==> config.mk <==
export PLATFORM = sky130hd
export DESIGN_NAME = uart_baud_irq_unit
export DESIGN_NICKNAME = d
export VERILOG_FILES = /design/src/rtl/uart_bi_pkg.sv /design/src/rtl/uart_bi_regs.sv /design/src/rtl/uart_bi_baud.sv /design/src/rtl/uart_bi_prio.sv /design/src/rtl/uart_baud_irq_unit.sv
export SDC_FILE = /design/constraint.sdc
export NUM_CORES = 1
export LEC_CHECK = 0
export ABC_AREA = 0
export BUFFER_PORTS_ARGS = -buffer_cell sky130_fd_sc_hd__buf_2
export CAP_MARGIN = 20
export CORE_UTILIZATION = 45
export DETAILED_ROUTE_END_ITERATION = 12
export PLACE_DENSITY = 0.8
export SETUP_SLACK_MARGIN = 0.15
export SKIP_CTS_REPAIR_TIMING = 1
export SLEW_MARGIN = 20
export SYNTH_ARGS = -nofsm -noshare
export SYNTH_HDL_FRONTEND = slang
export SYNTH_HIERARCHICAL = 1
export SYNTH_SLANG_ARGS = --single-unit
==> constraint.sdc <==
create_clock -name clk -period 3.63 [get_ports clk]
set_clock_uncertainty 0.05 [all_clocks]
set_input_delay 0.5445 -clock clk [delete_from_list [all_inputs] [get_ports clk]]
set_output_delay 0.5445 -clock clk [all_outputs]
set_load 0.05 [all_outputs]
==> src/rtl/uart_bi_pkg.sv <==
package uart_bi_pkg;

   localparam int NUM_SRC = 5;
   localparam int IEN_W   = 4;

   // enable bits: [3] modem, [2] line error, [1] tx empty, [0] rx data/timeout
   typedef struct packed {
      logic modem;
      logic line;
      logic txe;
      logic rxd;
   } ien_t;

   typedef enum logic [3:0] {
      IID_MODEM = 4'h0,
      IID_NONE  = 4'h1,
      IID_TXE   = 4'h2,
      IID_RXD   = 4'h4,
      IID_LINE  = 4'h6,
      IID_TMO   = 4'hC
   } iid_e;

   // rank 0 is the most urgent source
   function automatic iid_e rank_code(input int rank);
      case (rank)
         0:       return IID_LINE;
         1:       return IID_RXD;
         2:       return IID_TMO;
         3:       return IID_TXE;
         default: return IID_MODEM;
      endcase
   endfunction

endpackage

==> src/rtl/uart_bi_regs.sv <==
module uart_bi_regs
   import uart_bi_pkg::*;
#(
   parameter int DATA_W = 32,
   parameter int ADDR_W = 4,
   parameter int BYTE_W = 8
) (
   input  logic              clk,
   input  logic              rst_n,
   input  logic [ADDR_W-1:0] addr,
   input  logic              we,
   input  logic [DATA_W-1:0] wdata,
   input  logic              div_sel,
   output logic [DATA_W-1:0] rdata,
   output ien_t              ien,
   output logic [BYTE_W-1:0] div_hi,
   output logic [BYTE_W-1:0] div_lo,
   output logic              div_wr
);

   localparam logic [ADDR_W-1:0] OFF_LO  = ADDR_W'(0);
   localparam logic [ADDR_W-1:0] OFF_SHR = ADDR_W'(4);

   generate
      if (DATA_W < BYTE_W) begin : g_bad_data
         $error("uart_bi_regs: DATA_W must hold one divisor byte");
      end
      if (BYTE_W < IEN_W) begin : g_bad_byte
         $error("uart_bi_regs: BYTE_W must hold the enable bits");
      end
      if (ADDR_W < 3) begin : g_bad_addr
         $error("uart_bi_regs: ADDR_W must reach offset 4");
      end
   endgenerate

   logic hit_lo, hit_shr;
   logic wr_lo, wr_hi, wr_ien;

   assign hit_lo  = (addr == OFF_LO);
   assign hit_shr = (addr == OFF_SHR);
   assign wr_lo   = we & hit_lo  &  div_sel;
   assign wr_hi   = we & hit_shr &  div_sel;
   assign wr_ien  = we & hit_shr & ~div_sel;
   assign div_wr  = wr_lo | wr_hi;

   always_ff @(posedge clk or negedge rst_n) begin
      if (!rst_n) begin
         ien    <= '0;
         div_hi <= '0;
         div_lo <= '0;
      end else begin
         if (wr_ien) ien    <= ien_t'(wdata[IEN_W-1:0]);
         if (wr_hi)  div_hi <= wdata[BYTE_W-1:0];
         if (wr_lo)  div_lo <= wdata[BYTE_W-1:0];
      end
   end

   always_comb begin
      rdata = '0;
      if (hit_shr) begin
         if (div_sel) rdata[BYTE_W-1:0] = div_hi;
         else         rdata[IEN_W-1:0]  = ien;
      end else if (hit_lo && div_sel) begin
         rdata[BYTE_W-1:0] = div_lo;
      end
   end


   ien_keep_chk: assert property (@(posedge clk) disable iff (!rst_n)
      (we && div_sel && hit_shr) |=> $stable(ien));


   lo_ignore_chk: assert property (@(posedge clk) disable iff (!rst_n)
      (we && !div_sel && hit_lo) |=> $stable(div_lo));

endmodule

==> src/rtl/uart_bi_baud.sv <==
module uart_bi_baud #(
   parameter int DIV_W    = 16,
   parameter int HOLD_CYC = 8
) (
   input  logic             clk,
   input  logic             rst_n,
   input  logic [DIV_W-1:0] divisor,
   input  logic             reload,
   output logic             tick
);

   generate
      if (DIV_W < 2) begin : g_bad_div
         $error("uart_bi_baud: DIV_W too small");
      end
      if (HOLD_CYC < 0) begin : g_bad_hold
         $error("uart_bi_baud: HOLD_CYC must not be negative");
      end
   endgenerate

   logic             hold_busy;
   logic [DIV_W-1:0] cnt;

   generate
      if (HOLD_CYC > 0) begin : g_hold
         localparam int HOLD_W = $clog2(HOLD_CYC + 1);
         logic [HOLD_W-1:0] hold;

         always_ff @(posedge clk or negedge rst_n) begin
            if (!rst_n)           hold <= '0;
            else if (reload)      hold <= HOLD_W'(HOLD_CYC);
            else if (hold != '0)  hold <= hold - 1'b1;
         end

         assign hold_busy = (hold != '0);


         hold_quiet_chk: assert property (@(posedge clk) disable iff (!rst_n)
            (hold != '0) |=> !tick);
      end else begin : g_nohold
         assign hold_busy = 1'b0;
      end
   endgenerate

   always_ff @(posedge clk or negedge rst_n) begin
      if (!rst_n) begin
         cnt  <= '0;
         tick <= 1'b0;
      end else if (reload || hold_busy || divisor == '0) begin
         cnt  <= '0;
         tick <= 1'b0;
      end else if (cnt >= divisor - 1'b1) begin
         cnt  <= '0;
         tick <= 1'b1;
      end else begin
         cnt  <= cnt + 1'b1;
         tick <= 1'b0;
      end
   end


   zero_div_chk: assert property (@(posedge clk) disable iff (!rst_n)
      (divisor == '0) |=> !tick);


   tick_gap_chk: assert property (@(posedge clk) disable iff (!rst_n)
      (tick && divisor > DIV_W'(1) && !reload) |=> !tick);

endmodule

==> src/rtl/uart_bi_prio.sv <==
module uart_bi_prio
   import uart_bi_pkg::*;
#(
   parameter bit HAS_TMO = 1'b1
) (
   input  logic       clk,
   input  logic       rst_n,
   input  ien_t       ien,
   input  logic       ev_line_err,
   input  logic       ev_rx_ready,
   input  logic       ev_rx_tmo,
   input  logic       ev_tx_empty,
   input  logic       ev_modem,
   output logic [3:0] irq_id,
   output logic       irq
);

   logic [NUM_SRC-1:0] pend;
   logic               tmo_pend;

   generate
      if (HAS_TMO) begin : g_tmo
         assign tmo_pend = ev_rx_tmo & ien.rxd;
      end else begin : g_no_tmo
         assign tmo_pend = 1'b0;
      end
   endgenerate

   // index equals rank, 0 most urgent
   assign pend[0] = ev_line_err & ien.line;
   assign pend[1] = ev_rx_ready & ien.rxd;
   assign pend[2] = tmo_pend;
   assign pend[3] = ev_tx_empty & ien.txe;
   assign pend[4] = ev_modem    & ien.modem;

   always_comb begin
      irq_id = IID_NONE;
      for (int r = NUM_SRC - 1; r >= 0; r--) begin
         if (pend[r]) irq_id = rank_code(r);
      end
   end

   assign irq = |pend;


   irq_code_chk: assert property (@(posedge clk) disable iff (!rst_n)
      irq == (irq_id != IID_NONE));


   line_first_chk: assert property (@(posedge clk) disable iff (!rst_n)
      (ev_line_err && ien.line) |-> (irq_id == IID_LINE));


   masked_quiet_chk: assert property (@(posedge clk) disable iff (!rst_n)
      (ien == '0) |-> !irq);

endmodule

==> src/rtl/uart_baud_irq_unit.sv <==
module uart_baud_irq_unit
   import uart_bi_pkg::*;
#(
   parameter int DATA_W   = 32,
   parameter int ADDR_W   = 4,
   parameter int BYTE_W   = 8,
   parameter int HOLD_CYC = 8,
   parameter bit HAS_TMO  = 1'b1
) (
   input  logic              clk,
   input  logic              rst_n,
   input  logic [ADDR_W-1:0] bus_addr,
   input  logic              bus_we,
   input  logic [DATA_W-1:0] bus_wdata,
   output logic [DATA_W-1:0] bus_rdata,
   input  logic              div_sel,
   input  logic              ev_line_err,
   input  logic              ev_rx_ready,
   input  logic              ev_rx_tmo,
   input  logic              ev_tx_empty,
   input  logic              ev_modem,
   output logic              baud_tick,
   output logic              irq,
   output logic [3:0]        irq_id
);

   localparam int DIV_W = 2 * BYTE_W;

   ien_t              ien;
   logic [BYTE_W-1:0] div_hi, div_lo;
   logic              div_wr;

   uart_bi_regs #(
      .DATA_W (DATA_W),
      .ADDR_W (ADDR_W),
      .BYTE_W (BYTE_W)
   ) i_regs (
      .clk     (clk),
      .rst_n   (rst_n),
      .addr    (bus_addr),
      .we      (bus_we),
      .wdata   (bus_wdata),
      .div_sel (div_sel),
      .rdata   (bus_rdata),
      .ien     (ien),
      .div_hi  (div_hi),
      .div_lo  (div_lo),
      .div_wr  (div_wr)
   );

   uart_bi_baud #(
      .DIV_W    (DIV_W),
      .HOLD_CYC (HOLD_CYC)
   ) i_baud (
      .clk     (clk),
      .rst_n   (rst_n),
      .divisor ({div_hi, div_lo}),
      .reload  (div_wr),
      .tick    (baud_tick)
   );

   uart_bi_prio #(
      .HAS_TMO (HAS_TMO)
   ) i_prio (
      .clk         (clk),
      .rst_n       (rst_n),
      .ien         (ien),
      .ev_line_err (ev_line_err),
      .ev_rx_ready (ev_rx_ready),
      .ev_rx_tmo   (ev_rx_tmo),
      .ev_tx_empty (ev_tx_empty),
      .ev_modem    (ev_modem),
      .irq_id      (irq_id),
      .irq         (irq)
   );


   rsvd_zero_chk: assert property (@(posedge clk) disable iff (!rst_n)
      bus_rdata[DATA_W-1:BYTE_W] == '0);

endmodule

==> impl_metrics.json <==
{
  "status": "completed",
  "cp-endpoint": "i_baud/cnt[13]",
  "p_leak_nw": 1.45,
  "start_util_pct": 47.0,
  "crit_path_end_kind": "flip-flop",
  "drc_errors": 0,
  "nets": 376,
  "port_buffers": 34,
  "first_iter_violations": 143,
  "r2r-start": "i_regs/div_lo[0]",
  "postSynth.asyncResetShare_pct": 100,
  "powerDensity_mw_per_mm2": 491,
  "synth_edf_count": 0,
  "crit_required_ns": 3.80,
  "cts_tree": "yes",
  "synth_warnings": 6,
  "ys_ff_latch": 41,
  "hold_class": "in -> async",
  "via_per_inst": 5.39,
  "core_mm2": 0.00596,
  "grt_pass1_vias": 2046,
  "path_clk_slew_ns": 0.07,
  "timing.fmax_ghz": 0.309,
  "r2r_end": "i_baud/cnt[13]",
  "grt_usage_pct": 18.1,
  "grt_max_degree": 42,
  "period_needed_ns": 3.24,
  "cp-start-kind": "flip-flop",
  "dp_hpwl_um": 4160,
  "worst_slew_pin_slew_ns": 0.926,
  "io-pin-count": 83,
  "cts_root_buf": "clkbuf_8",
  "route.met2.wl_um": 2680,
  "worstSetupStartpoint": "i_regs/div_lo[0]",
  "drt_wl_total_um": 5620,
  "synth.distinct_cells": 47,
  "antenna_cells": 0,
  "drv_cap": 0,
  "dieArea_mm2": 0.00654,
  "synth_top_area_cell": "dfrtp_1",
  "synthesis.area_mm2": 0.00280,
  "cts_max_level": 2,
  "clk_path_buf_depth": 2,
  "antenna_found_initial": 0,
  "area_delta_synth_final_pct": 9.61,
  "antenna_left": 0,
  "dpl_cell_area_mm2": 0.00294,
  "cts_sinks": 41,
  "synthTopCellsByArea": "dfrtp_1 (37%), ha_1 (8.5%), buf_4 (6.4%)",
  "wl_met1_um": 2590,
  "fin_area_mm2": 0.00307,
  "irDropWorstVdd_v": 0.000297,
  "cp.arrival_ns": 3.40,
  "dr_wl_met3_um": 250,
  "hold_violations": 0,
  "dr.pass1.iters": 4,
  "r2r_slack_ns": 0.39,
  "fin_setup_tns_ns": 0,
  "num_rows": 28,
  "worstRegToRegCells": 14,
  "die_y_um": 80.9,
  "via_count": 2084,
  "grt_pass1_wl_um": 9100,
  "routabilityCongestion": 0.772,
  "grt-ovfl-total": 0,
  "synth-main-ff-cell": "dfrtp_1",
  "synth_commonest_cells": "dfrtp_1 (41), nor2_1 (38), buf_4 (24), ha_1 (19), xor2_1 (15)",
  "syn_area_per_cell_um2": 10.3,
  "numCtsBuffers": 5,
  "dr.max_layer_used": "met4",
  "path_max_fanout": 8,
  "drv_slew": 0,
  "routedWlPerCell_um": 14.5,
  "max-slew-margin-rel_pct": 38.2,
  "ys_seq_area_share_pct": 36.7,
  "fin_crit_sh_pct": 89.1,
  "fp.dieW_um": 80.9,
  "clk_latency_ns": 0.29,
  "yosysTopAreaCellShare_pct": 36.7,
  "synth_most_common_cell": "dfrtp_1",
  "postSynthCellCount": 273,
  "path_class": "reg -> reg",
  "drive_above_1_share_pct": 24.4,
  "setup_viol": 0,
  "rsz0062_at_grt": "no"
}
==> routing by layer <==
| layer | track usage, % | up-vias |
|---|---|---|
| li1 | - | 998 |
| met1 | 23.8 | 1016 |
| met2 | 28.2 | 59 |
| met3 | 4.61 | 11 |
| met4 | 7.50 | 0 |
| met5 | 0 | - |
==> power by group <==
group	switching (mW)	internal (mW)
clock network	0.147	0.151
logic	0.338	0.239
registers	0.103	0.528
total	0.588	0.918
==> cell type report <==
cell class,count,area (µm²)
repair buffers,37,193
flip-flops and latches,41,1030
multi-input cells,220,1640
well taps,75,93.8
inverters,7,26.3
clock buffers,7,86.3
fillers,530,2890
==> worst min path at each step <==
stage	startpoint	end	slack (ns)	cells after the start
global placement	i_baud/cnt[0]	i_baud/cnt[0]	0.45	1
CTS	rst_n	i_regs/ien[0]	0.36	1
global route	rst_n	i_baud/g_hold.hold[0]	0.40	1
finish	rst_n	i_regs/div_hi[0]	0.33	1
floorplan	rst_n	i_baud/cnt[0]	0.20	0
detailed placement	i_baud/cnt[0]	i_baud/cnt[0]	0.47	1
==> kinds of logic after synthesis <==
group | after synthesis | share of synthesized area (%)
XOR/XNOR | 28 | 8.76
flip-flops | 41 | 36.7
multiplexers | 29 | 12.4
buffers and inverters | 36 | 8.90
AND/OR/NAND/NOR | 98 | 18.7
other | 1 | 0.134
adder cells (fa/ha/maj) | 19 | 8.49
AO/OA/AOI/OAI | 21 | 5.99
==> placed cells by master, fill, tap and decap left out, types with 2 or more instances in the layout <==
cell,synthesis,routed
nand2_1,13,13
clkbuf_8,0,6
buf_2,1,34
nor2b_1,3,3
o2bb2ai_1,4,4
a21oi_1,3,3
nor2_1,38,38
nand3b_1,2,2
conb_1,1,24
a211oi_2,1,2
dfrtp_1,41,41
nand4_1,8,8
and3_1,3,3
inv_1,7,7
buf_4,24,3
or3_1,3,3
mux2i_1,8,8
xnor2_1,13,13
a211oi_1,3,2
mux2_2,13,13
nand3_1,9,9
o21ai_0,2,2
nor3_1,6,6
ha_1,19,19
mux2_4,8,8
xor2_1,15,15
==> registers in the layout, summed over array words and instances (netlist names) <==
register,count
i_regs/ien,4
i_regs/div_hi,8
i_baud/tick,1
i_baud/g_hold.hold,4
i_baud/cnt,16
i_regs/div_lo,8
==> critical path: stages (launching register included) <==
cell,delay (ns)
dfrtp_1,0.45
inv_1,0.12
ha_1,0.22
nor4b_2,0.23
and3_4,0.24
nand2_1,0.10
nor3_1,0.24
xnor2_1,0.17
ha_1,0.27
o21ai_0,0.18
nor2_1,0.08
a211oi_2,0.19
buf_4,0.17
nand4_2,0.25
nor2_1,0.20
==> per-stage QoR <==
step                      power [mW]  utilization (%)  setup WS, ns  std cells  hold WS [ns]
after global placement          1.16             49.4         0.449        378         0.454
after detailed placement        1.19             49.4         0.230        378         0.475
after floorplan                 1.09                -         0.811        296         0.199
after CTS                       1.50             50.8         0.144        385         0.360
after global routing            1.61             51.5         0.218        387         0.403
final                           1.51             51.5         0.394        387         0.328
Note: power is estimated with default switching activity, not from simulation.
